==> src/rtl/mrg_pkg.sv <==
// Package: shared codes and the region table for the region guard.
// Assumes region windows are naturally aligned powers of two that do not overlap.
package mrg_pkg;

    typedef enum logic [2:0] {
        RGN_RESERVED = 3'd0,
        RGN_DATA_A   = 3'd1,
        RGN_DATA_B   = 3'd2,
        RGN_INSTR    = 3'd3,
        RGN_SCRATCH  = 3'd4,
        RGN_SYSREG   = 3'd5,
        RGN_COREREG  = 3'd6
    } region_e;

    localparam int NUM_REGIONS = 6;

    localparam logic [1:0] MST_CORE = 2'd0;
    localparam logic [1:0] MST_DMA  = 2'd1;

    // Base address of table entry idx (entry idx maps to region code idx+1).
    function automatic logic [31:0] region_base(input int idx);
        case (idx)
            0:       return 32'hFF80_0000;
            1:       return 32'hFF90_0000;
            2:       return 32'hFFA0_0000;
            3:       return 32'hFFB0_0000;
            4:       return 32'hFFC0_0000;
            default: return 32'hFFE0_0000;
        endcase
    endfunction

    // log2 of the window size of table entry idx.
    function automatic int region_lg(input int idx);
        case (idx)
            0, 1, 2: return 14;
            3:       return 12;
            default: return 21;
        endcase
    endfunction

endpackage

==> src/rtl/mrg_region_decode.sv <==
// Module: mrg_region_decode
// Decodes an address into a region code by comparing the bits above each
// window size against that window's base. Purely combinational.
// Assumes the table in mrg_pkg holds non-overlapping aligned windows.
module mrg_region_decode
    import mrg_pkg::*;
#(
    parameter int ADDR_W = 32
) (
    input  logic [ADDR_W-1:0] addr,
    output region_e           region
);

    logic [NUM_REGIONS-1:0] hit;

    // One comparator per window, sized by that window's log2 size.
    for (genvar g = 0; g < NUM_REGIONS; g++) begin : g_win
        localparam int              LG   = region_lg(g);
        localparam logic [ADDR_W-1:0] BASE = ADDR_W'(region_base(g));
        assign hit[g] = (addr[ADDR_W-1:LG] == BASE[ADDR_W-1:LG]);
    end

    // Turn the hit vector into a region code; no hit means reserved.
    always_comb begin
        region = RGN_RESERVED;
        for (int i = 0; i < NUM_REGIONS; i++) begin
            if (hit[i]) region = region_e'(3'(i + 1));
        end
    end

    // the windows never overlap, so at most one comparator fires.
    always_comb begin
        a_onehot_hits_r1: assert ($onehot0(hit));
    end

endmodule

==> src/rtl/mrg_vis_cfg.sv <==
// Module: mrg_vis_cfg
// Holds the single visibility bit that exposes system registers to
// non-core masters. Resets to hidden; only a supervisor core may write it.
module mrg_vis_cfg
    import mrg_pkg::*;
(
    input  logic       clk,
    input  logic       rst_n,
    input  logic       we,
    input  logic       wdata,
    input  logic [1:0] master,
    input  logic       priv,
    output logic       vis
);

    // Load the bit only on a privileged core write.
    always_ff @(posedge clk) begin
        if (!rst_n)                                 vis <= 1'b0;
        else if (we && master == MST_CORE && priv)  vis <= wdata;
    end

endmodule

==> src/rtl/mrg_access_policy.sv <==
// Module: mrg_access_policy
// Applies the permission rules to a decoded region. It returns the grant and
// the region code the master is allowed to see. Hidden regions read as reserved.
// Combinational; assumes the region input comes from mrg_region_decode.
module mrg_access_policy
    import mrg_pkg::*;
(
    input  region_e    region,
    input  logic [1:0] master,
    input  logic       priv,
    input  logic       vis,
    output logic       grant,
    output region_e    shown
);

    logic is_core;
    assign is_core = (master == MST_CORE);

    // Per-region permission and visibility rules.
    always_comb begin
        grant = 1'b0;
        shown = region;
        case (region)
            RGN_DATA_A, RGN_DATA_B, RGN_INSTR: grant = 1'b1;
            RGN_SCRATCH:                       grant = (master != MST_DMA);
            RGN_SYSREG: begin
                if (is_core) grant = priv;
                else if (vis) grant = 1'b1;
                else shown = RGN_RESERVED;
            end
            RGN_COREREG: begin
                if (is_core) grant = priv;
                else shown = RGN_RESERVED;
            end
            default: grant = 1'b0;
        endcase
    end

endmodule

==> src/rtl/mem_region_guard.sv <==
// Module: mem_region_guard (top)
// Classifies each request into an on-chip region and checks it against the
// master and privilege rules. The response is registered one cycle later.
// Assumes one request per strobe; the responses carry no back-pressure.
module mem_region_guard
    import mrg_pkg::*;
#(
    parameter int ADDR_W   = 32,
    parameter int MASTER_W = 2,
    localparam int RGN_W   = $bits(region_e)
) (
    input  logic                clk,
    input  logic                rst_n,
    input  logic                req_valid,
    input  logic [ADDR_W-1:0]   req_addr,
    input  logic [MASTER_W-1:0] req_master,
    input  logic                req_priv,
    input  logic                cfg_we,
    input  logic                cfg_vis_wdata,
    output logic [RGN_W-1:0]    rsp_region,
    output logic                rsp_grant,
    output logic                rsp_err
);

    region_e dec_region;
    region_e shown_region;
    logic    vis;
    logic    grant_c;

    mrg_region_decode #(.ADDR_W(ADDR_W)) u_decode (
        .addr   (req_addr),
        .region (dec_region)
    );

    mrg_vis_cfg u_cfg (
        .clk    (clk),
        .rst_n  (rst_n),
        .we     (cfg_we),
        .wdata  (cfg_vis_wdata),
        .master (req_master),
        .priv   (req_priv),
        .vis    (vis)
    );

    mrg_access_policy u_policy (
        .region (dec_region),
        .master (req_master),
        .priv   (req_priv),
        .vis    (vis),
        .grant  (grant_c),
        .shown  (shown_region)
    );

    // Register the response for one cycle after each strobe; idle otherwise.
    always_ff @(posedge clk) begin
        if (!rst_n) begin
            rsp_region <= '0;
            rsp_grant  <= 1'b0;
            rsp_err    <= 1'b0;
        end else if (req_valid) begin
            rsp_region <= shown_region;
            rsp_grant  <= grant_c;
            rsp_err    <= !grant_c;
        end else begin
            rsp_region <= '0;
            rsp_grant  <= 1'b0;
            rsp_err    <= 1'b0;
        end
    end

    // grant and error are never raised together.
    p_grant_err_excl_r11: assert property (@(posedge clk) disable iff (!rst_n)
        !(rsp_grant && rsp_err));

    // a cycle without a strobe leaves the next response quiet.
    p_quiet_without_strobe_r2: assert property (@(posedge clk) disable iff (!rst_n)
        !req_valid |=> (!rsp_grant && !rsp_err));

    // a reserved decode always ends in an error.
    p_reserved_errs_r3: assert property (@(posedge clk) disable iff (!rst_n)
        (req_valid && dec_region == RGN_RESERVED) |=> rsp_err);

    // core registers are never granted to user mode or to non-core masters.
    p_corereg_guard_r4: assert property (@(posedge clk) disable iff (!rst_n)
        (req_valid && dec_region == RGN_COREREG && !(req_master == MST_CORE && req_priv))
        |=> !rsp_grant);

    // non-core masters see core registers as reserved.
    p_corereg_hidden_r5: assert property (@(posedge clk) disable iff (!rst_n)
        (req_valid && dec_region == RGN_COREREG && req_master != MST_CORE)
        |=> rsp_region == RGN_RESERVED);

    // the DMA master never gets a scratchpad grant.
    p_scratch_no_dma_r9: assert property (@(posedge clk) disable iff (!rst_n)
        (req_valid && dec_region == RGN_SCRATCH && req_master == MST_DMA) |=> !rsp_grant);

    // the visibility bit moves only after a privileged core write.
    p_vis_guarded_r8: assert property (@(posedge clk) disable iff (!rst_n)
        !(cfg_we && req_master == MST_CORE && req_priv) |=> $stable(vis));

endmodule

==> config.mk <==
export PLATFORM = sky130hd
export DESIGN_NAME = mem_region_guard
export DESIGN_NICKNAME = d
export VERILOG_FILES = /design/src/rtl/mrg_pkg.sv /design/src/rtl/mrg_region_decode.sv /design/src/rtl/mrg_vis_cfg.sv /design/src/rtl/mrg_access_policy.sv /design/src/rtl/mem_region_guard.sv
export SDC_FILE = /design/constraint.sdc
export NUM_CORES = 1
export LEC_CHECK = 0
export BUFFER_PORTS_ARGS = -buffer_cell sky130_fd_sc_hd__buf_2
export CELL_PAD_IN_SITES_DETAIL_PLACEMENT = 1
export CELL_PAD_IN_SITES_GLOBAL_PLACEMENT = 2
export CORE_UTILIZATION = 13
export DETAILED_ROUTE_END_ITERATION = 10
export PLACE_DENSITY = 0.9
export SETUP_SLACK_MARGIN = 0.02
export SYNTH_ARGS = -nofsm -noshare
export SYNTH_HDL_FRONTEND = slang
export SYNTH_SLANG_ARGS = --single-unit
==> constraint.sdc <==
create_clock -name clk -period 3.5 [get_ports clk]
set_input_delay 0 -clock clk [delete_from_list [all_inputs] [get_ports clk]]
set_output_delay 0 -clock clk [all_outputs]
set_load 0.02 [all_outputs]
==> impl_metrics.toml <==
[finish]
multi_input_area_um2 = 201
area_growth_pct = 67.7
fin_area_um2 = 539
drive_above_1_share_pct = 53.5
regArea_um2 = 120
antenna_cells = 0
finalNetCount = 113
fill_cells = 285

[synthesis]
yosysUniqueCellTypes = 18
ys_ff_latch = 6
synth_top_area_share_pct = 37.4
yosysTopAreaCell = "dfxtp_1"
syn_area_per_cell_um2 = 8.93
synth_area_leaders = "dfxtp_1 37%, nor2b_1 7.8%, nor4_4 6.6%"
syn-instance-count = 36
syn-num-nets = 76
seq_area_frac_synth_pct = 37.4
yosys_warnings = 0
netlist_area_um2 = 322

[floorplan]
die_w_um = 51.7
start_util_pct = 14.1
rows = 17
core-area_mm2 = 0.00228
die_y_um = 51.7
ios = 45
die-area_mm2 = 0.00268

[clocking]
cts_made_buffers = 3
clockBufferDepth = 2
post-cts-setup-buffers = 0
cts_tree = "yes"
cts_max_level = 1
cts-root-buf = "clkbuf_4"
hold_buffers = 0
cts_sinks = 6
insertion_delay_ns = 0.24
cts_resized = 0
clkTransAtPathRegs_ns = 0.04

[place]
dpl_worst_slack_ns = 2.11
dpl_cell_area_um2 = 517
gp_congestion = 0.723
hpwlAfterDp_um = 917
port_buffers = 32

[sta]
hold_violations = 0
finalMaxSlewViolations = 0
layout_min_cycle_time_ns = 1.19
final.setup.tns_ns = 0
worstMarginPinSlew_ns = 0.343
finClkSkew_ns = 0.00118
grt_setup_unrepaired = "no"
setup_ws_ns = 2.31
setup_violations = 0
relSlewSlack_pct = 77.0
max_freq_ghz = 0.839
post-route-period-util_pct = 34.0

[global_route]
gr-total-overflow = 0
antenna_found_initial = 0
grt_max_degree = 7
grt_usage_pct = 8.55
grt_pass1_vias = 423
grt_pass1_wl_mm = 1.61

[routing]
antenna_left = 0
drc_errors = 0
drt_iter0_drc = 2
via_per_inst = 4.34
first_pass_iters = 3
dr_total_vias = 430
totalWireLength_mm = 1.02
post_drt_wl_per_cell_um = 10.3

[worst_setup_path]
r2r_end = "rsp_grant"
worst_path_max_delay_cell = "dfxtp_1"
start_kind = "register"
critPathCaptureType = "register"
criticalPathCategory = "reg -> reg"
cp_max_fo = 3
crit_chain = "nor2b_1 > mux2_2 > a22o_1 > and3b_1"
critPathArrivalTime_ns = 1.32
r2r_start = "u_cfg.vis"
crit_start = "u_cfg.vis"
critPathRequiredTime_ns = 3.63
rrSetupSlack_ns = 2.31
r2r_cells = 4
slowest_delay_ns = 0.31

[hold_path]
whs_path_depth = 2
hold_path_end = "u_cfg.vis"
hold_path.class = "in -> reg"
hold_path_startpoint = "rst_n"

[run_status]
status = "finished clean"

[power_and_ir_drop]
leakage_nw = 0.255
p_per_area_mw_per_mm2 = 295
ir_drop_uv = 126

[run]
max_cap_violations = 0
-- cell usage in the layout, fill, tap and decap left out, drive strengths merged, types with 2 or more instances in the layout --
cell    Yosys  final
buf         0     32
nor2        2      2
dfxtp       6      6
nand2       3      3
clkbuf      0      3
nand4       2      2
a21oi       4      4
o21ai       2      2
nor2b       4      4
nand3       3      3
-- sequential cells by signal (all words and copies together), names as in the netlist --
signal / flops
rsp_err: 1
rsp_grant: 1
rsp_region: 3
u_cfg.vis: 1
-- synthesized netlist by cell type (all sizes together) --
master / number
dfxtp: 6
a21oi: 4
nor2b: 4
nand2: 3
nand3: 3
nand4: 2
nor2: 2
o21ai: 2
a22o: 1
a311oi: 1
and3b: 1
mux2: 1
mux2i: 1
nand2b: 1
nor3: 1
nor4: 1
o311ai: 1
or4: 1
-- per-layer routing --
layer  vias to the layer above  GRT usage (%)  share of wire [%]
li1                        207              -                  -
met5                         -              0                  0
met2                        26           16.7                 53
met3                         2           3.80                 10
met1                       195           7.21                 36
met4                         0           4.05                1.6
-- cell type report --
cell class	count	share of cell area (%)
tap	28	6.50
clock buffer	3	4.18
multi-input combinational	30	37.4
timing repair buffer	32	29.7
sequential	6	22.3
-- critical path, delay by kind of cell, from the launching register on --
kind | cells | cell delay (ns)
compound gates | 1 | 0.20
flops | 1 | 0.31
mux | 1 | 0.26
simple gates | 2 | 0.32
-- how the worst max path moves through the flow --
stage                     depth (start not counted)             to
after floorplan                                   4  rsp_region[1]
after global placement                            5  rsp_region[1]
after detailed placement                          5  rsp_region[1]
after CTS                                         4      rsp_grant
after global routing                              4      rsp_grant
final                                             4      rsp_grant
-- power by group --
part	total [mW]	switching (mW)	leakage [nW]	internal, mW
Clock	0.0609	0.0223	0.0138	0.0386
Combinational	0.0282	0.0126	0.193	0.0156
Sequential	0.0698	0.000271	0.0486	0.0695
-- kinds of logic after synthesis --
kind of cell | share of synthesized area [%]
and+or+nand+nor | 38.5
AOI/OAI and AO/OA | 17.5
DFF | 37.4
muxes | 6.61
-- through the flow --
| step | hold WS (ns) | total power [mW] | utilization (%) | cells |
|---|---|---|---|---|
| final | 0.00796 | 0.159 | 23.7 | 99 |
| after floorplan | 0.110 | 0.0792 | - | 36 |
| after global routing | 0.00125 | 0.172 | 23.7 | 99 |
| after detailed placement | 0.253 | 0.0996 | 22.7 | 96 |
| after CTS | 0.000313 | 0.163 | 23.7 | 99 |
| after global placement | 0.242 | 0.0981 | 22.7 | 96 |
Power figures use the tool's default switching activity.
